File: config.mk
export PLATFORM = sky130hd
export DESIGN_NAME = iexu_top
export DESIGN_NICKNAME = d
export VERILOG_FILES = /design/src/rtl/iexu_pkg.sv /design/src/rtl/iexu_decode.sv /design/src/rtl/iexu_alu.sv /design/src/rtl/iexu_regfile.sv /design/src/rtl/iexu_top.sv
export SDC_FILE = /design/constraint.sdc
export NUM_CORES = 2
export LEC_CHECK = 0
export BUFFER_PORTS_ARGS = -buffer_cell sky130_fd_sc_hd__buf_4
export CORE_AREA = 2 2 370 372
export CTS_BUF_LIST = sky130_fd_sc_hd__clkbuf_8
export CTS_CLUSTER_SIZE = 40
export DETAILED_ROUTE_END_ITERATION = 10
export DIE_AREA = 0 0 372 374
export PLACE_DENSITY_LB_ADDON = 0.3
export SLEW_MARGIN = 20
export SYNTH_ARGS = -nofsm -noshare
export SYNTH_HDL_FRONTEND = slang
export SYNTH_SLANG_ARGS = --single-unit
export TNS_END_PERCENT = 10
File: constraint.sdc
create_clock -name clk -period 7.1 [get_ports clk]
set_clock_uncertainty 0.2 [all_clocks]
set_input_delay 0.71 -clock clk [delete_from_list [all_inputs] [get_ports clk]]
set_output_delay 0.71 -clock clk [all_outputs]
set_load 0.1 [all_outputs]
File: src/rtl/iexu_pkg.sv
`timescale 1ns/1ps
package iexu_pkg;

    localparam int XLEN    = 32;
    localparam int IDX_W   = 5;
    localparam int NREG    = 2 ** IDX_W;
    localparam int OPC_W   = 6;
    localparam int FN_W    = 6;
    localparam int SHAMT_W = 5;
    localparam int IMM_W   = 16;
    localparam int EXT_W   = XLEN - IMM_W;

    // operation codes
    localparam logic [OPC_W-1:0] OPC_REG   = 6'h00;
    localparam logic [OPC_W-1:0] OPC_ADDI  = 6'h08;
    localparam logic [OPC_W-1:0] OPC_SLTI  = 6'h0A;
    localparam logic [OPC_W-1:0] OPC_SLTIU = 6'h0B;
    localparam logic [OPC_W-1:0] OPC_ANDI  = 6'h0C;
    localparam logic [OPC_W-1:0] OPC_ORI   = 6'h0D;
    localparam logic [OPC_W-1:0] OPC_LUI   = 6'h0F;

    // function selectors under OPC_REG
    localparam logic [FN_W-1:0] FN_SLL  = 6'h00;
    localparam logic [FN_W-1:0] FN_ADD  = 6'h20;
    localparam logic [FN_W-1:0] FN_SUB  = 6'h22;
    localparam logic [FN_W-1:0] FN_AND  = 6'h24;
    localparam logic [FN_W-1:0] FN_OR   = 6'h25;
    localparam logic [FN_W-1:0] FN_NOR  = 6'h27;
    localparam logic [FN_W-1:0] FN_SLT  = 6'h2A;
    localparam logic [FN_W-1:0] FN_SLTU = 6'h2B;

    typedef enum logic [3:0] {
        ALU_ADD,
        ALU_SUB,
        ALU_AND,
        ALU_OR,
        ALU_NOR,
        ALU_SHL,
        ALU_LTS,
        ALU_LTU,
        ALU_PASSB
    } alu_op_e;

    typedef struct packed {
        alu_op_e          op;
        logic             use_imm;
        logic [XLEN-1:0]  imm_val;
        logic [IDX_W-1:0] dest;
        logic             legal;
    } dec_t;

endpackage

File: src/rtl/iexu_decode.sv
`timescale 1ns/1ps
module iexu_decode
    import iexu_pkg::*;
(
    input  logic [OPC_W-1:0] opcode_i,
    input  logic [FN_W-1:0]  funct_i,
    input  logic [IDX_W-1:0] rt_i,
    input  logic [IDX_W-1:0] rd_i,
    input  logic [IMM_W-1:0] imm_i,
    output dec_t             dec_o
);

    dec_t            dec_d;
    logic [XLEN-1:0] imm_sext;
    logic [XLEN-1:0] imm_zext;
    logic [XLEN-1:0] imm_upper;

    always_comb begin
        imm_sext  = {{EXT_W{imm_i[IMM_W-1]}}, imm_i};
        imm_zext  = {{EXT_W{1'b0}}, imm_i};
        imm_upper = {imm_i, {EXT_W{1'b0}}};

        dec_d.op      = ALU_ADD;
        dec_d.use_imm = 1'b0;
        dec_d.imm_val = '0;
        dec_d.dest    = rd_i;
        dec_d.legal   = 1'b1;

        unique case (opcode_i)
            OPC_REG: begin
                unique case (funct_i)
                    FN_SLL:  dec_d.op = ALU_SHL;
                    FN_ADD:  dec_d.op = ALU_ADD;
                    FN_SUB:  dec_d.op = ALU_SUB;
                    FN_AND:  dec_d.op = ALU_AND;
                    FN_OR:   dec_d.op = ALU_OR;
                    FN_NOR:  dec_d.op = ALU_NOR;
                    FN_SLT:  dec_d.op = ALU_LTS;
                    FN_SLTU: dec_d.op = ALU_LTU;
                    default: dec_d.legal = 1'b0;
                endcase
            end
            OPC_ADDI: begin
                dec_d.op      = ALU_ADD;
                dec_d.use_imm = 1'b1;
                dec_d.imm_val = imm_sext;
                dec_d.dest    = rt_i;
            end
            OPC_SLTI: begin
                dec_d.op      = ALU_LTS;
                dec_d.use_imm = 1'b1;
                dec_d.imm_val = imm_sext;
                dec_d.dest    = rt_i;
            end
            OPC_SLTIU: begin
                dec_d.op      = ALU_LTU;
                dec_d.use_imm = 1'b1;
                dec_d.imm_val = imm_sext;
                dec_d.dest    = rt_i;
            end
            OPC_ANDI: begin
                dec_d.op      = ALU_AND;
                dec_d.use_imm = 1'b1;
                dec_d.imm_val = imm_zext;
                dec_d.dest    = rt_i;
            end
            OPC_ORI: begin
                dec_d.op      = ALU_OR;
                dec_d.use_imm = 1'b1;
                dec_d.imm_val = imm_zext;
                dec_d.dest    = rt_i;
            end
            OPC_LUI: begin
                dec_d.op      = ALU_PASSB;
                dec_d.use_imm = 1'b1;
                dec_d.imm_val = imm_upper;
                dec_d.dest    = rt_i;
            end
            default: begin
                dec_d.legal = 1'b0;
                dec_d.dest  = rt_i;
            end
        endcase
    end

    assign dec_o = dec_d;

endmodule

File: src/rtl/iexu_alu.sv
`timescale 1ns/1ps
module iexu_alu
    import iexu_pkg::*;
(
    input  alu_op_e            op_i,
    input  logic [XLEN-1:0]    a_i,
    input  logic [XLEN-1:0]    b_i,
    input  logic [SHAMT_W-1:0] shamt_i,
    output logic [XLEN-1:0]    y_o
);

    logic            lt_signed;
    logic            lt_unsigned;
    logic [XLEN-1:0] y_d;

    always_comb begin
        lt_signed   = $signed(a_i) < $signed(b_i);
        lt_unsigned = a_i < b_i;
        unique case (op_i)
            ALU_ADD:   y_d = a_i + b_i;
            ALU_SUB:   y_d = a_i - b_i;
            ALU_AND:   y_d = a_i & b_i;
            ALU_OR:    y_d = a_i | b_i;
            ALU_NOR:   y_d = ~(a_i | b_i);
            ALU_SHL:   y_d = b_i << shamt_i;
            ALU_LTS:   y_d = {{(XLEN-1){1'b0}}, lt_signed};
            ALU_LTU:   y_d = {{(XLEN-1){1'b0}}, lt_unsigned};
            ALU_PASSB: y_d = b_i;
            default:   y_d = '0;
        endcase
    end

    assign y_o = y_d;

endmodule

File: src/rtl/iexu_regfile.sv
`timescale 1ns/1ps
module iexu_regfile #(
    parameter  int W      = 32,
    parameter  int NREG   = 32,
    parameter  int RPORTS = 2,
    localparam int AW     = $clog2(NREG)
) (
    input  logic                       clk,
    input  logic                       rst_n,
    input  logic [RPORTS-1:0][AW-1:0]  raddr_i,
    output logic [RPORTS-1:0][W-1:0]   rdata_o,
    input  logic                       we_i,
    input  logic [AW-1:0]              waddr_i,
    input  logic [W-1:0]               wdata_i
);

    typedef struct packed {
        logic [NREG-1:0][W-1:0] regs;
    } rf_state_t;

    rf_state_t state_d;
    rf_state_t state_q;

    always_comb begin
        state_d = state_q;
        if (we_i) begin
            state_d.regs[waddr_i] = wdata_i;
        end
        state_d.regs[0] = '0;
    end

    always_ff @(posedge clk or negedge rst_n) begin
        if (!rst_n) begin
            state_q <= '0;
        end else begin
            state_q <= state_d;
        end
    end

    for (genvar g = 0; g < RPORTS; g++) begin : g_rport
        assign rdata_o[g] = (raddr_i[g] == '0) ? '0 : state_q.regs[raddr_i[g]];
    end

endmodule

File: src/rtl/iexu_top.sv
`timescale 1ns/1ps
module iexu_top
    import iexu_pkg::*;
(
    input  logic             clk,
    input  logic             rst_n,
    input  logic             instr_valid,
    input  logic [XLEN-1:0]  instr,
    output logic [IDX_W-1:0] rd_idx,
    output logic             wr_en,
    output logic [XLEN-1:0]  result,
    output logic             illegal
);

    localparam int RPORTS = 2;

    logic [OPC_W-1:0]   f_opcode;
    logic [IDX_W-1:0]   f_rs;
    logic [IDX_W-1:0]   f_rt;
    logic [IDX_W-1:0]   f_rd;
    logic [SHAMT_W-1:0] f_shamt;
    logic [FN_W-1:0]    f_funct;
    logic [IMM_W-1:0]   f_imm;

    assign f_opcode = instr[31:26];
    assign f_rs     = instr[25:21];
    assign f_rt     = instr[20:16];
    assign f_rd     = instr[15:11];
    assign f_shamt  = instr[10:6];
    assign f_funct  = instr[5:0];
    assign f_imm    = instr[15:0];

    dec_t                         dec;
    logic [RPORTS-1:0][IDX_W-1:0] rf_raddr;
    logic [RPORTS-1:0][XLEN-1:0]  rf_rdata;
    logic [XLEN-1:0]              opnd_b;
    logic [XLEN-1:0]              alu_y;
    logic                         commit;

    iexu_decode u_decode (
        .opcode_i (f_opcode),
        .funct_i  (f_funct),
        .rt_i     (f_rt),
        .rd_i     (f_rd),
        .imm_i    (f_imm),
        .dec_o    (dec)
    );

    assign rf_raddr[0] = f_rs;
    assign rf_raddr[1] = f_rt;

    iexu_regfile #(
        .W      (XLEN),
        .NREG   (NREG),
        .RPORTS (RPORTS)
    ) u_regfile (
        .clk     (clk),
        .rst_n   (rst_n),
        .raddr_i (rf_raddr),
        .rdata_o (rf_rdata),
        .we_i    (commit),
        .waddr_i (dec.dest),
        .wdata_i (alu_y)
    );

    assign opnd_b = dec.use_imm ? dec.imm_val : rf_rdata[1];

    iexu_alu u_alu (
        .op_i    (dec.op),
        .a_i     (rf_rdata[0]),
        .b_i     (opnd_b),
        .shamt_i (f_shamt),
        .y_o     (alu_y)
    );

    assign commit  = instr_valid && dec.legal && (dec.dest != '0);
    assign wr_en   = commit;
    assign illegal = instr_valid && !dec.legal;
    assign rd_idx  = dec.dest;
    assign result  = alu_y;

endmodule

==> impl_metrics.env <==
export IMPL_cts_made_buffers=175
export IMPL_fin_crit_sh=0.9896
export IMPL_finalSetupViolCount=0
export IMPL_pwr_share_seq=0.414
export IMPL_vias=51180
export IMPL_antenna_found_initial=6
export IMPL_clkPwrFrac=0.382
export IMPL_synth_edf_count=0
export IMPL_combPwrFrac=0.204
export IMPL_drt_iter0_drc=6379
export IMPL_p_leak_nw=31.25
export IMPL_drc_errors=0
export IMPL_cp_arrival_ps=6120
export IMPL_drive_gt1_frac=0.2935
export IMPL_num_rows=135
export IMPL_finalNetCount=6115
export IMPL_dp_hpwl_mm=175.6
export IMPL_cts_root_buf="clkbuf_8"
export IMPL_viasPerCell=6.482
export IMPL_powerDensity_nw_per_um2=211.1
export IMPL_die_h_um=374
export IMPL_largest_reg_flops=992
export IMPL_wirelength_mm=247.2
export IMPL_yosys_register_bits=992
export IMPL_yosys_top_cells_count="992 x dfrtp_1, 660 x nor2_1, 574 x nand2_1"
export IMPL_synthCells=5686
export IMPL_finalCriticalPeriod_ps=7026
export IMPL_synth_cell_types=102
export IMPL_synth_seq_area_share=0.4118
export IMPL_worstSetupPathType="in -> out"
export IMPL_start_util=0.4467
export IMPL_worst_slew_pin_slew_ps=1061
export IMPL_grt_max_degree=154
export IMPL_yosys_top_cells_area="dfrtp_1 41%, mux4_2 18%, a21oi_1 4.6%"
export IMPL_internal_power_mw=10.05
export IMPL_top_regs="u_regfile.state_q x992"
export IMPL_finalHoldViolCount=0
export IMPL_crit_fanout=60
export IMPL_synthArstFlopShare=1.000
export IMPL_grt_pass1_wl_mm=357.9
export IMPL_maxSlewViolCount=0
export IMPL_max_vdd_ir_drop_mv=0.1538
export IMPL_cts_tree="built"
export IMPL_worstSetupEndpointType="output pin"
export IMPL_fmax_ghz=0.1423
export IMPL_gp_congestion=1.056
export IMPL_grt_pass1_vias=50252
export IMPL_syn_num_nets=5824
export IMPL_switching_share=0.3215
export IMPL_fp_dieW_um=372
export IMPL_clock_latency_ps=960
export IMPL_syn_to_final_growth_pct=16.33
export IMPL_rsz0062_at_grt="true"
export IMPL_overflow=0
export IMPL_worst_slack_ps=74.19
export IMPL_min_path_type="in -> async"
export IMPL_synth_most_common_cell="dfrtp_1"
export IMPL_yosys_area_top_type="dfrtp_1"
export IMPL_nFillCells=11972
export IMPL_hold_slack_ps=277.4
export IMPL_drv_cap=0
export IMPL_syn_cell_area_um2=60280
export IMPL_wl_per_cell_um=31.31
export IMPL_regMostFlops="u_regfile.state_q"
export IMPL_ant_nets=0
export IMPL_path_clk_slew_ps=60
export IMPL_yosysWarnings=0
export IMPL_switchingPower_mw=4.759
export IMPL_htreeDepth=4
export IMPL_status="finished clean"
export IMPL_coreArea_um2=135000
export IMPL_start_kind="input pin"
export IMPL_final_core_util=0.5196
export IMPL_grtUsageTotal=0.3539
export IMPL_place_ws_ps=-187.5
export IMPL_relSlewSlack=0.2873
export IMPL_synth_main_ff_cell="dfrtp_1"
export IMPL_dieArea_um2=139100
export IMPL_io_buffers=73
export IMPL_fin_tns_setup_ps=0
export IMPL_cts_sinks=992
export IMPL_avgSynthCellArea_um2=10.60
export IMPL_crit_required_ps=6190
export IMPL_p_total_mw=14.80
export IMPL_synth_top_area_frac=0.4118
export IMPL_clockBufferDepth=3
export IMPL_first_pass_iters=6
export IMPL_pin_count=74
## layout make-up
| type | count | area [µm²] | share of cell area |
|---|---|---|---|
| antenna | 6 | 15.01 | 0.0002141 |
| inverter | 140 | 526.8 | 0.007511 |
| tap | 1781 | 2228 | 0.03178 |
| multi-input combinational | 4025 | 33090 | 0.4719 |
| clock inverter | 100 | 825.8 | 0.01178 |
| sequential | 992 | 24820 | 0.3540 |
| clock buffer | 209 | 2877 | 0.04102 |
| timing repair buffer | 643 | 5741 | 0.08186 |
## layout by cell type, fill, tap and decap left out, drive strengths merged, types with 10 or more instances in the layout
cell type / count
a221o: 20
a31oi: 51
a22oi: 34
inv: 203
nand2: 574
or2: 13
buf: 637
a22o: 37
o22ai: 37
or4: 10
o21a: 11
mux2i: 137
a21oi: 557
mux4: 490
and3: 12
nand4: 24
a21o: 16
clkinv: 24
nor3: 57
xnor2: 20
nor4: 26
a2111oi: 10
nand2b: 17
ha: 101
o221ai: 17
o31ai: 43
a221oi: 46
clkbuf: 214
dfrtp: 992
nor2: 660
a311oi: 10
or3: 21
a211oi: 31
o211ai: 26
nor2b: 18
mux2: 264
a211o: 12
o21ai: 409
nand3: 67
and2: 15
## logic make-up (layout without fill, tap and decap cells)
logic type               Yosys count  after routing  share of synthesized area
AND/OR/NAND/NOR                 1534           1534                     0.1075
AO/OA/AOI/OAI                   1472           1472                     0.1501
flip-flops                       992            992                     0.4118
multiplexers                     891            891                     0.2571
buffers and inverters            669           1092                    0.04821
adder cells (fa/ha/maj)          103            103                    0.02163
XOR/XNOR                          25             25                   0.003632
other                              0              6                          0
## metrics by stage
stage / std cells / area, µm²
after global placement: 7570 / 66020
after detailed placement: 7570 / 66020
after global routing: 7893 / 70120
after floorplan: 5686 / 60290
after CTS: 7882 / 69810
final: 7896 / 70130
## per-layer routing
metal	vias to the layer above	share of wire	GRT usage
met5	-	0.000069	0
met4	4	0.051	0.1601
met3	540	0.10	0.08935
met2	2977	0.44	0.5165
met1	26017	0.41	0.4964
li1	21642	-	-
## power groups by stage
| stage | registers (mW) | logic, mW | clock network, mW |
|---|---|---|---|
| after floorplan | 6.14 | 1.77 | 0 |
| after global placement | 6.21 | 2.90 | 0 |
| after detailed placement | 6.22 | 2.92 | 0 |
| after CTS | 6.12 | 2.94 | 5.72 |
| after global routing | 6.16 | 3.18 | 6.00 |
| final | 6.13 | 3.02 | 5.65 |
## critical path, cell delays in order
cell and delay, ps:
buf_8 170, buf_4 170, buf_12 280, mux2_2 380, a22o_1 220, mux4_2 470
mux2i_2 350, ha_1 330, nand3_1 130, or3_1 370, a21oi_2 210, o21ai_0 120
buf_4 170, a2111o_1 450, a21oi_1 190, mux2_2 350, or4_4 610, buf_4 270
## final timing paths
kind                                        start                endpoint  slack [ps]  cells after the start
hold / removal                              rst_n  u_regfile.state_q[780]         280                      2
setup / recovery                        instr[22]              result[27]          70                     18
setup reg to reg           u_regfile.state_q[872]  u_regfile.state_q[183]        1310                     22
hold reg to reg            u_regfile.state_q[467]  u_regfile.state_q[467]         300                      2
max in group asynchronous                   rst_n  u_regfile.state_q[698]        4670                      4
min in group clk           u_regfile.state_q[467]  u_regfile.state_q[467]         300                      2
## what timing repair did
action / in CTS / in global routing
resized for setup: 15 / 35
cloned: 0 / 5
hold endpoints to repair: 91 / 0
buffers inserted: 2 / 3
pin swaps: 2 / 10
endpoints found under the setup margin: 9 / 12
hold buffers: 1 / 0
(Power assumes the default switching activity.)
